==> config.mk <==
export PLATFORM = sky130hd
export DESIGN_NAME = bus_req_ctl
export DESIGN_NICKNAME = d
export VERILOG_FILES = /design/src/rtl/breq_pkg.sv /design/src/rtl/breq_beat_ctr.sv /design/src/rtl/breq_lock_seq.sv /design/src/rtl/bus_req_ctl.sv
export SDC_FILE = /design/constraint.sdc
export NUM_CORES = 1
export LEC_CHECK = 0
export ABC_AREA = 1
export ABC_CLOCK_PERIOD_IN_PS = 3650
export BUFFER_PORTS_ARGS = -buffer_cell sky130_fd_sc_hd__buf_2
export CORE_MARGIN = 2
export CORE_UTILIZATION = 55
export CTS_CLUSTER_SIZE = 10
export DETAILED_ROUTE_END_ITERATION = 12
export PLACE_DENSITY = 0.8
export SLEW_MARGIN = 20
export SYNTH_ARGS = -nofsm -noshare
export SYNTH_HDL_FRONTEND = slang
export SYNTH_SLANG_ARGS = --single-unit
==> constraint.sdc <==
create_clock -name clk -period 3.65 [get_ports clk]
set_input_delay 0.1825 -clock clk [delete_from_list [all_inputs] [get_ports clk]]
set_output_delay 0.1825 -clock clk [all_outputs]
set_load 0.01 [all_outputs]
==> src/rtl/breq_pkg.sv <==
package breq_pkg;

   typedef enum logic [2:0] {
      BT_SINGLE = 3'd0,
      BT_INCR   = 3'd1,
      BT_WRAP4  = 3'd2,
      BT_INCR4  = 3'd3,
      BT_WRAP8  = 3'd4,
      BT_INCR8  = 3'd5,
      BT_WRAP16 = 3'd6,
      BT_INCR16 = 3'd7
   } burst_e;

   typedef enum logic [1:0] {
      RQ_IDLE = 2'd0,
      RQ_LEAD = 2'd1,
      RQ_RUN  = 2'd2
   } rq_state_e;

   localparam logic [1:0] RSP_RETRY = 2'd2;
   localparam logic [1:0] RSP_SPLIT = 2'd3;
   localparam int unsigned LONGEST_BURST = 16;

   function automatic logic is_fixed(input logic [2:0] code);
      return code >= 3'd2;
   endfunction

   // beats of a fixed-length code; 1 for the two other codes
   function automatic int unsigned fixed_beats(input logic [2:0] code);
      if (code < 3'd2) return 1;
      return 4 << ((int'(code) - 2) / 2);
   endfunction

endpackage

==> src/rtl/breq_beat_ctr.sv <==
module breq_beat_ctr #(
   parameter int unsigned MAX_BEATS = 16
) (
   input  logic       clk,
   input  logic       rst_n,
   input  logic       load,
   input  logic [2:0] load_code,
   input  logic       dec,
   output logic       last
);
   import breq_pkg::*;

   localparam int unsigned CNT_W = $clog2(MAX_BEATS + 1);

   logic [CNT_W-1:0] left_q;

   always_ff @(posedge clk or negedge rst_n) begin
      if (!rst_n)
         left_q <= '0;
      else if (load)
         left_q <= CNT_W'(fixed_beats(load_code));
      else if (dec && left_q != '0)
         left_q <= left_q - 1'b1;
   end

   assign last = (left_q == CNT_W'(1));

endmodule

==> src/rtl/breq_lock_seq.sv <==
module breq_lock_seq #(
   parameter int unsigned LOCK_LEAD = 1
) (
   input  logic clk,
   input  logic rst_n,
   input  logic arm,
   input  logic release_lk,
   output logic lock_o,
   output logic lead_done
);
   localparam int unsigned LEAD_W = $clog2(LOCK_LEAD + 1);

   logic [LEAD_W-1:0] lead_q;
   logic              lock_q;

   always_ff @(posedge clk or negedge rst_n) begin
      if (!rst_n) begin
         lead_q <= '0;
         lock_q <= 1'b0;
      end else begin
         if (arm)
            lead_q <= LEAD_W'(LOCK_LEAD);
         else if (lead_q != '0)
            lead_q <= lead_q - 1'b1;

         if (arm)
            lock_q <= 1'b1;
         else if (release_lk)
            lock_q <= 1'b0;
      end
   end

   assign lock_o    = lock_q;
   assign lead_done = (lead_q == LEAD_W'(1));

endmodule

==> src/rtl/bus_req_ctl.sv <==
module bus_req_ctl
   import breq_pkg::*;
#(
   parameter int unsigned MAX_BEATS      = 16,
   parameter int unsigned LOCK_LEAD      = 1,
   parameter bit          DEFAULT_OWNER  = 1'b0,
   parameter bit          REQ_HOLD_FIXED = 1'b0
) (
   input  logic       clk,
   input  logic       rst_n,
   input  logic       job_start,
   input  logic [2:0] job_burst,
   input  logic       job_lock,
   input  logic       incr_last,
   input  logic       hgrant,
   input  logic       hready,
   input  logic [1:0] hresp,
   output logic       hbusreq,
   output logic       hlock,
   output logic       addr_own,
   output logic       issue,
   output logic       beat_acc,
   output logic       busy
);

   generate
      if (MAX_BEATS < LONGEST_BURST) begin : g_bad_beats
         $error("MAX_BEATS must cover a 16-beat burst");
      end
      if (LOCK_LEAD < 1) begin : g_bad_lead
         $error("LOCK_LEAD must be at least one cycle");
      end
   endgenerate

   rq_state_e  st_q, st_d;
   logic       own_q;
   logic       hold_q;
   logic [2:0] burst_q;
   logic       lock_q;
   logic       start_acc, go, fixed_q, ctr_last, lead_done;
   logic       last_beat, rsp_restart, rel_ok, lock_out;

   assign start_acc   = (st_q == RQ_IDLE) && job_start;
   assign go          = (st_q == RQ_RUN) && own_q && hready;
   assign fixed_q     = is_fixed(burst_q);
   assign last_beat   = go && (fixed_q ? ctr_last
                                       : ((burst_q == BT_SINGLE) || incr_last));
   assign rsp_restart = (st_q != RQ_IDLE) &&
                        ((hresp == RSP_RETRY) || (hresp == RSP_SPLIT));

   // request release policy for fixed-length bursts
   generate
      if (REQ_HOLD_FIXED) begin : g_hold_all
         assign rel_ok = 1'b0;
      end else begin : g_release_early
         assign rel_ok = fixed_q && !lock_q;
      end
   endgenerate

   // ownership follows grant only on ready edges
   always_ff @(posedge clk or negedge rst_n) begin
      if (!rst_n)
         own_q <= DEFAULT_OWNER;
      else if (hready)
         own_q <= hgrant;
   end

   always_comb begin
      st_d = st_q;
      unique case (st_q)
         RQ_IDLE: if (job_start) st_d = job_lock ? RQ_LEAD : RQ_RUN;
         RQ_LEAD: if (lead_done) st_d = RQ_RUN;
         RQ_RUN:  if (last_beat) st_d = RQ_IDLE;
         default: st_d = RQ_IDLE;
      endcase
   end

   always_ff @(posedge clk or negedge rst_n) begin
      if (!rst_n) begin
         st_q    <= RQ_IDLE;
         burst_q <= BT_SINGLE;
         lock_q  <= 1'b0;
      end else begin
         st_q <= st_d;
         if (start_acc) begin
            burst_q <= job_burst;
            lock_q  <= job_lock;
         end
      end
   end

   always_ff @(posedge clk or negedge rst_n) begin
      if (!rst_n)
         hold_q <= 1'b0;
      else if (start_acc || rsp_restart)
         hold_q <= 1'b1;
      else if (last_beat || (go && rel_ok))
         hold_q <= 1'b0;
   end

   breq_beat_ctr #(.MAX_BEATS(MAX_BEATS)) u_ctr (
      .clk       (clk),
      .rst_n     (rst_n),
      .load      (start_acc),
      .load_code (job_burst),
      .dec       (go),
      .last      (ctr_last)
   );

   breq_lock_seq #(.LOCK_LEAD(LOCK_LEAD)) u_lock (
      .clk        (clk),
      .rst_n      (rst_n),
      .arm        (start_acc && job_lock),
      .release_lk (last_beat),
      .lock_o     (lock_out),
      .lead_done  (lead_done)
   );

   assign busy     = (st_q != RQ_IDLE);
   assign hbusreq  = busy && (hold_q || !own_q);
   assign hlock    = lock_out;
   assign addr_own = own_q;
   assign issue    = (st_q == RQ_RUN) && own_q;
   assign beat_acc = go;

endmodule

==> results.cfg, run 1 <==
[layout]
drive_gt1_frac = 0.238
fillerInstances = 107
final_core_util = 0.706
final_cell_area_um2 = 942
diodes = 0
nets = 141
syn_to_final_growth_pct = 16.7

[routing]
totalWireLength_mm = 1.47
dr_total_vias = 701
wl_per_cell_um = 10.4
vias_per_cell = 4.97
drtIter0Drc = 6
first_pass_iters = 4
route.antenna.remaining_nets = 0
drcViolationCount = 0

[worst_setup_path]
crit_path_end_kind = output pin
r2r-end = u_ctr.left_q[2]
path_max_fanout = 4
path_cells = inv_1 > nand3_2 > nor2_4 > buf_2
critPathSlowestCell = dfrtp_1
r2r_slack_ns = 2.33
timing.rr.start = u_ctr.left_q[0]
cp.required_ns = 3.47
start_kind = flop
crit_arrival_ns = 1.19
slowest_delay_ns = 0.41
worst_r2r_path_depth = 8
critPathKind = flop to output pin

[global_routing]
grt_overflow = 0
track_usage = 0.191
grt_pass1_wl_mm = 2.62
grt_max_degree = 16
antenna_found_initial = 0
grt_pass1_vias = 644

[yosys]
yosys.area.top_type_share = 0.465
ys_top_cells_by_area = dfrtp_1 (47%), nand2_1 (12%), inv_1 (9.3%), o21ai_0 (5.0%), nor2_1 (4.7%)
synthCells = 105
synth_cell_types = 20
syn-num-nets = 119
ys_top_cells_by_count = nand2_1 (25), inv_1 (20), dfrtp_1 (15), nor2_1 (10), o21ai_0 (8)
yosys_warnings = 0
synth.most_common_cell = nand2_1
netlist_area_um2 = 807
yosysTopAreaCell = dfrtp_1
syn_avg_cell_area_um2 = 7.69
ys_seq_area_frac = 0.465
synthArstFlopShare = 1.00
synthFlopType = dfrtp_1
synth-edff-count = 0
synth-seq-cells = 15

[sta]
rsz0062_at_grt = no
finalHoldViolCount = 0
fin_skew_ns = 0.00328
hold-worst-slack_ns = 0.0878
fmax_ghz = 0.729
fin_crit_sh = 0.376
slew_headroom = 0.784
maxSlewViolCount = 0
fin_tns_setup_ns = 0
min_period_ns = 1.37
tightest_slew_ns = 0.324
finalSetupViolCount = 0

[pwr]
power-per-cell-area_nw_per_um2 = 766
power_frac_comb = 0.480
p_leak_nw = 0.533
switchingPower_uw = 313
switching_share = 0.434
ir_drop_uv = 418
seq_power_share = 0.387
p_clk_frac = 0.133
cellInternalPower_uw = 409

[placed_design]
io_buffers = 16
dp_hpwl_mm = 1.16
place.gp.congestion = 0.871
placed_cell_area_um2 = 906

[cts]
clock_latency_ns = 0.28
clk_pin_slew_ns = 0.09
cts.sinks = 15
cts-root-buf = clkbuf_4
cts_tree = done
numCtsBuffers = 3
cts_buffer_depth = 2
htreeDepth = 1

[floorplan]
die_h_um = 42.3
dieArea_um2 = 1790
core_um2 = 1330
start_util = 0.605
pin_count = 18
die_w_um = 42.3
rows = 13

[hold_path]
hold_depth = 3
hp-class = input pin to flop
worstHoldStart = job_burst[0]
hold-path-endpoint = burst_q[0]

[outcome]
outcome = finished, final reports clean

[run]
drv_cap = 0
[cell families after synthesis]
| family | count (synthesis) | synth area share |
|---|---|---|
| DFF | 15 | 0.465 |
| adders and majority gates | 2 | 0.0310 |
| buffers and inverters | 21 | 0.101 |
| and+or+nand+nor | 53 | 0.310 |
| AOI/OAI and AO/OA | 14 | 0.0930 |
[metrics by stage]
stage / instances / setup slack [ns] / power (mW)
2_1_floorplan: 105 / 2.48 / 0.539
3_3_place_gp: 136 / 2.38 / 0.617
3_5_place_dp: 136 / 2.36 / 0.629
4_1_cts: 141 / 2.27 / 0.725
5_1_grt: 141 / 2.19 / 0.791
6_report: 141 / 2.28 / 0.722
[cells in the final DEF (no fill, tap or decap), drive strengths merged]
master        n
nor2         13
a21oi         3
nand3         7
dfrtp        15
inv          21
dlygate4sd3   1
nand2        30
o22ai         1
buf          16
o21ai        10
or2           1
clkbuf        4
nand3b        1
nor3          1
ha            2
[flip-flops by register name, summed over array words and instances, names as in the netlist]
signal / flops
addr_own: 1
burst_q: 3
hold_q: 1
lock_q: 1
st_q: 2
u_ctr.left_q: 5
u_lock.lead_done: 1
u_lock.lock_o: 1
[repair_timing]
action                    in CTS  in global routing
hold endpoints to repair      15                  0
hold buffers                   1                  0
gates resized for setup        0                  0
buffers inserted               0                  0
[cell type report]
cell class / count / area, µm² / share of cell area
Multi-Input combinational cell: 69 / 350 / 0.372
Clock buffer: 4 / 26.3 / 0.0279
Tap cell: 15 / 18.8 / 0.0199
Sequential cell: 15 / 375 / 0.398
Timing Repair Buffer: 17 / 90.1 / 0.0956
Inverter: 21 / 81.3 / 0.0863
[worst max path at each step]
stage                          from         endpoint  slack (ns)  cells past startpoint
finish                      st_q[0]         beat_acc        2.28                      4
global route                st_q[0]         beat_acc        2.19                      4
CTS                         st_q[0]         beat_acc        2.27                      4
detailed placement  u_ctr.left_q[0]  u_ctr.left_q[2]        2.36                      8
global placement    u_ctr.left_q[0]  u_ctr.left_q[2]        2.38                      8
floorplan           u_ctr.left_q[0]  u_ctr.left_q[2]        2.48                      8
[power by group through the flow]
stage	clock network [mW]	registers (mW)	logic, mW
after detailed placement	0	0.283	0.346
after global placement	0	0.280	0.337
after floorplan	0	0.277	0.262
final	0.0960	0.280	0.346
after CTS	0.0970	0.280	0.349
after global routing	0.100	0.288	0.402
[worst max-delay path, delay by kind of cell (launching register included)]
kind / cells / cell delay, ns
flops: 1 / 0.41
simple gates: 2 / 0.24
buf+inv: 2 / 0.26
[layer usage]
metal,global-route usage,routed length (µm)
met4,0.0750,23
met3,0.0259,54
met2,0.305,684
met1,0.262,705
met5,0,0
(Power assumes the default switching activity.)
==> run 2, diff against run 1 <==
Settings changed: ABC_CLOCK_PERIOD_IN_PS 3650 to 1300, CORE_UTILIZATION 55 to 51, PLACE_DENSITY 0.8 to 0.75.
Clock period 3.65 ns to 1.3 ns, I/O delays scaled along.
==> run 2 against run 1 <==
  * Highest routed layer unchanged
  * Via count up 3.0%
  * Largest cell class is now multi-input gates
  * Total power rose to 3.1 times the previous value
  * Final cell count up 7.8%
  * Hold slack worse by 0.064 ns
  * First-iteration DRC count up 33%
  * Global-route usage up 0.61 points
  * Critical path type unchanged
==> results.cfg, run 2 (synthesized netlist as in run 1, its figures left out) <==
[layout]
largest_register_ffs = 5
largest_registers = u_ctr.left_q x5, burst_q x3, st_q x2
final_common_cell = nand2_1
drive_gt1_frac = 0.338
final_cells = 152
diodes = 0
syn_to_final_growth_pct = 33.6
most-common-layout-cells = nand2_1 (25), inv_1 (17), buf_2 (15)
nets = 151
largest-register = u_ctr.left_q

[sta]
rsz0062_at_grt = yes
tightest_slew_ns = 0.339
finalSetupViolCount = 0
fin_crit_sh = 0.988
slew_headroom = 0.774
finalHoldViolCount = 0
min_period_ns = 1.28
fin_skew_ns = 0.00872
final.setup.worst_slack_ns = 0.0161
maxSlewViolCount = 0
fmax_ghz = 0.779

[cts]
numCtsBuffers = 3
clk_pin_slew_ns = 0.10
htreeDepth = 1
cts_tree = done
clock_latency_ns = 0.28
cts.sinks = 15
cts_buffer_depth = 2
cts-root-buf = clkbuf_4

[floorplan]
die_w_um = 43.8
pin_count = 18
core_um2 = 1490
dieArea_um2 = 1920
die_h_um = 43.8
rows = 14
start_util = 0.542

[worst_setup_path]
crit_arrival_ns = 1.22
path_max_fanout = 4
critPathKind = flop to output pin
crit_path_end_kind = output pin
cp.required_ns = 1.24
start_kind = flop

[global_routing]
grt_pass1_wl_mm = 2.65
grt_max_degree = 16
grt_overflow = 0
grt_pass1_vias = 627
antenna_found_initial = 0
track_usage = 0.197

[pwr]
power-per-cell-area_nw_per_um2 = 2090
total_power_mw = 2.25
p_leak_nw = 0.586
ir_drop_uv = 1040

[routing]
vias_per_cell = 4.75
totalWireLength_mm = 1.58
drtIter0Drc = 8
dr_total_vias = 722
route.antenna.remaining_nets = 0
drcViolationCount = 0
wl_per_cell_um = 10.4
first_pass_iters = 5

[hold_path]
hp-class = input pin to flop

[placed_design]
io_buffers = 16
place.gp.congestion = 0.817
place_ws_ns = 0.0264
dp_hpwl_mm = 1.15
dp_cells = 140

[outcome]
outcome = finished, final reports clean

[run]
drv_cap = 0
run 2: routing by layer:
layer	global-route usage	share of wire	vias up
met4	0.0727	0.0070	0
met1	0.268	0.50	320
met3	0.0625	0.032	2
li1	-	-	386
met2	0.294	0.46	14
met5	0	0	-
run 2: final timing paths:
path / start / to / slack [ns] / depth (start not counted)
setup / recovery: st_q[0] / beat_acc / 0.02 / 4
hold / removal: job_burst[1] / burst_q[1] / 0.02 / 3
setup reg to reg: u_ctr.left_q[0] / u_ctr.left_q[0] / 0.04 / 7
hold reg to reg: burst_q[2] / burst_q[2] / 0.49 / 2
max in group asynchronous: rst_n / st_q[1] / 0.82 / 2
min in group asynchronous: rst_n / u_ctr.left_q[4] / 0.20 / 2
run 2: final cells by class:
cell class	instances	area, µm²
Inverter	21	81.3
Clock inverter	1	5.00
Clock buffer	3	22.5
Timing Repair Buffer	27	181
Tap cell	16	20.0
Fill cell	133	410
Sequential cell	15	378
Multi-Input combinational cell	69	390
run 2: metrics by stage:
| step | TNS, ns | utilization | instance area (µm²) | hold slack [ns] |
|---|---|---|---|---|
| 2_1_floorplan | 0 | - | 807 | -0.231 |
| 3_3_place_gp | 0 | 0.624 | 930 | -0.0136 |
| 3_5_place_dp | 0 | 0.624 | 930 | -0.0108 |
| 4_1_cts | 0 | 0.676 | 1010 | 0.0264 |
| 5_1_grt | -0.155 | 0.724 | 1080 | 0.0339 |
| 6_report | 0 | 0.724 | 1080 | 0.0240 |
run 2: what timing repair did:
| action | in CTS | in global routing |
|---|---|---|
| hold buffers | 5 | 0 |
| hold endpoints to repair | 18 | 0 |
| buffers inserted | 0 | 3 |
| resized for setup | 0 | 17 |
| endpoints found under the setup margin | 0 | 11 |
run 2: report_power, final:
group / switching [mW] / internal (mW)
combinational: 0.669 / 0.509
sequential: 0.144 / 0.666
clock: 0.152 / 0.114
total: 0.965 / 1.29
run 2: worst max-delay path, cell delays in order (launching register included):
cell     delay [ns]
dfrtp_1        0.43
inv_2          0.08
nand3_2        0.09
nor2_4         0.21
buf_6          0.13
==> run 3, diff against run 2 <==
Settings changed: ABC_AREA 1 to default, CORE_UTILIZATION 51 to 50, PLACE_DENSITY 0.75 to 0.74.
==> run 3 against run 2 <==
  * Final cell count is 11% lower
  * Count of clock-buffer cells in the layout is 1 higher
  * Core utilization is 2.6 points higher
  * Synthesized area is 6.0% lower
  * Fmax is 9.3% lower
  * Highest routed layer unchanged
  * The run now ends with setup timing left
  * Die area is 3.8% lower
==> results.cfg, run 3 <==
[yosys]
synthCells = 81
synth.most_common_cell = nand2_1
yosys_warnings = 0
synthArstFlopShare = 1.00
ys_seq_area_frac = 0.495
syn_avg_cell_area_um2 = 9.36
yosysTopAreaCell = dfrtp_1
yosys.area.top_type_share = 0.495
synth-edff-count = 0
synthFlopType = dfrtp_1
ys_top_cells_by_count = nand2_1 (17), dfrtp_1 (15), inv_1 (8), nor2_1 (8), o21ai_0 (5)
syn-num-nets = 95
netlist_area_um2 = 758
synth_cell_types = 27
synth-seq-cells = 15
ys_top_cells_by_area = dfrtp_1 (50%), nand2_1 (8.4%), inv_1 (4.0%), nor2_1 (4.0%), ha_1 (3.3%)

[placed_design]
io_buffers = 16
place_ws_ns = -0.0667
dp_hpwl_mm = 1.33
place.gp.congestion = 0.760
dp_cells = 123

[cts]
clk_pin_slew_ns = 0.09
cts.sinks = 15
cts_tree = done
cts-root-buf = clkbuf_4
htreeDepth = 1
numCtsBuffers = 3
cts_buffer_depth = 2
clock_latency_ns = 0.28

[routing]
dr_total_vias = 708
drcViolationCount = 0
vias_per_cell = 5.21
totalWireLength_mm = 1.96
route.antenna.remaining_nets = 0
wl_per_cell_um = 14.4
first_pass_iters = 4
drtIter0Drc = 11

[sta]
fmax_ghz = 0.707
tightest_slew_ns = 0.347
fin_tns_setup_ns = -0.318
final.setup.worst_slack_ns = -0.115
fin_crit_sh = 1.09
min_period_ns = 1.41
rsz0062_at_grt = yes
slew_headroom = 0.769
fin_skew_ns = 0.00543
finalHoldViolCount = 0
maxSlewViolCount = 0
finalSetupViolCount = 7

[global_routing]
antenna_found_initial = 0
grt_pass1_wl_mm = 3.20
grt_overflow = 0
grt_pass1_vias = 712
grt_max_degree = 16
track_usage = 0.237

[layout]
largest-register = u_ctr.left_q
largest_register_ffs = 5
drive_gt1_frac = 0.442
syn_to_final_growth_pct = 45.7
largest_registers = u_ctr.left_q x5, burst_q x3, st_q x2
final_core_util = 0.751
diodes = 0
most-common-layout-cells = nand2_1 (16), buf_2 (16), buf_4 (14)
final_cells = 136
nets = 135

[worst_setup_path]
r2r_slack_ns = -0.11
path_max_fanout = 4
crit_arrival_ns = 1.59
critPathKind = flop to flop
cp.required_ns = 1.48
start_kind = flop
crit_path_end_kind = flop

[hold_path]
hp-class = input pin to flop

[run]
drv_cap = 0

[floorplan]
start_util = 0.515
rows = 14
pin_count = 18
die_h_um = 42.9
core_um2 = 1470
die_w_um = 42.9
dieArea_um2 = 1840

[pwr]
power-per-cell-area_nw_per_um2 = 2190
ir_drop_uv = 1110
p_leak_nw = 0.563

[outcome]
outcome = complete, but fails checks
violations = setup timing
[run 3: changes by cell type after synthesis, sizes merged, moves of 2 or more]
| cell | previous run | this run |
|---|---|---|
| inv | 21 | 8 |
| nand2 | 30 | 17 |
| nand3 | 7 | 1 |
| nor2 | 13 | 8 |
| o21ai | 10 | 6 |
| a211oi | 0 | 2 |
| or3 | 0 | 2 |
| xnor2 | 0 | 2 |
[run 3: layer usage]
| metal | GRT usage | vias to the layer above | wire length [µm] |
|---|---|---|---|
| li1 | - | 351 | - |
| met1 | 0.312 | 329 | 848 |
| met2 | 0.391 | 24 | 990 |
| met3 | 0.0255 | 4 | 93 |
| met4 | 0.109 | 0 | 26 |
| met5 | 0 | - | 0 |
[run 3: cell type report]
cell class,count,area [µm²]
multi-input cells,57,402
inverters,8,30.0
flip-flops and latches,15,378
clock buffers,4,26.3
well taps,16,20.0
fillers,113,367
repair buffers,36,249
[run 3: power by group]
group | switching, mW | internal [mW] | total [mW]
Clock | 0.154 | 0.119 | 0.273
Combinational | 0.621 | 0.695 | 1.32
Sequential | 0.173 | 0.657 | 0.830
[run 3: worst max-delay path, cell delays in order (launching register included)]
cell      delay, ns
dfrtp_1        0.42
buf_6          0.14
or3_4          0.32
a211oi_2       0.18
xnor2_1        0.17
o21ai_2        0.07
[run 3: kinds of logic after synthesis]
| kind of cell | Yosys count | share of synthesized area |
|---|---|---|
| AOI/OAI and AO/OA | 17 | 0.152 |
| xor gates and xnor gates | 2 | 0.0231 |
| adders and majority gates | 2 | 0.0330 |
| buffers and inverters | 9 | 0.0462 |
| DFF | 15 | 0.495 |
| muxes | 2 | 0.0281 |
| and+or+nand+nor | 34 | 0.223 |
[run 3: what timing repair did]
action | in CTS | in global routing
setup buffers | 2 | 4
pin swaps | 0 | 3
hold buffers | 3 | 0
endpoints found under the setup margin | 9 | 14
endpoints found under the hold margin | 17 | 0
resized for setup | 2 | 18
[run 3: path summary, 6_finish.rpt]
path,end,cells past startpoint,from
worst max-delay path,u_ctr.left_q[3],5,u_ctr.left_q[2]
worst min-delay path,addr_own,3,hgrant
worst max register to register,u_ctr.left_q[3],5,u_ctr.left_q[2]
worst min register to register,lock_q,2,lock_q
max in group asynchronous,st_q[1],2,rst_n
min in group asynchronous,st_q[0],2,rst_n
[run 3: stage by stage]
step	hold WS (ns)	cell area, µm²	power [mW]
after global routing	0.0266	1100	2.60
final	0.00824	1100	2.42
after detailed placement	-0.00895	936	1.81
after floorplan	-0.231	758	1.34
after CTS	0.00354	1010	2.17
after global placement	-0.0155	936	1.75
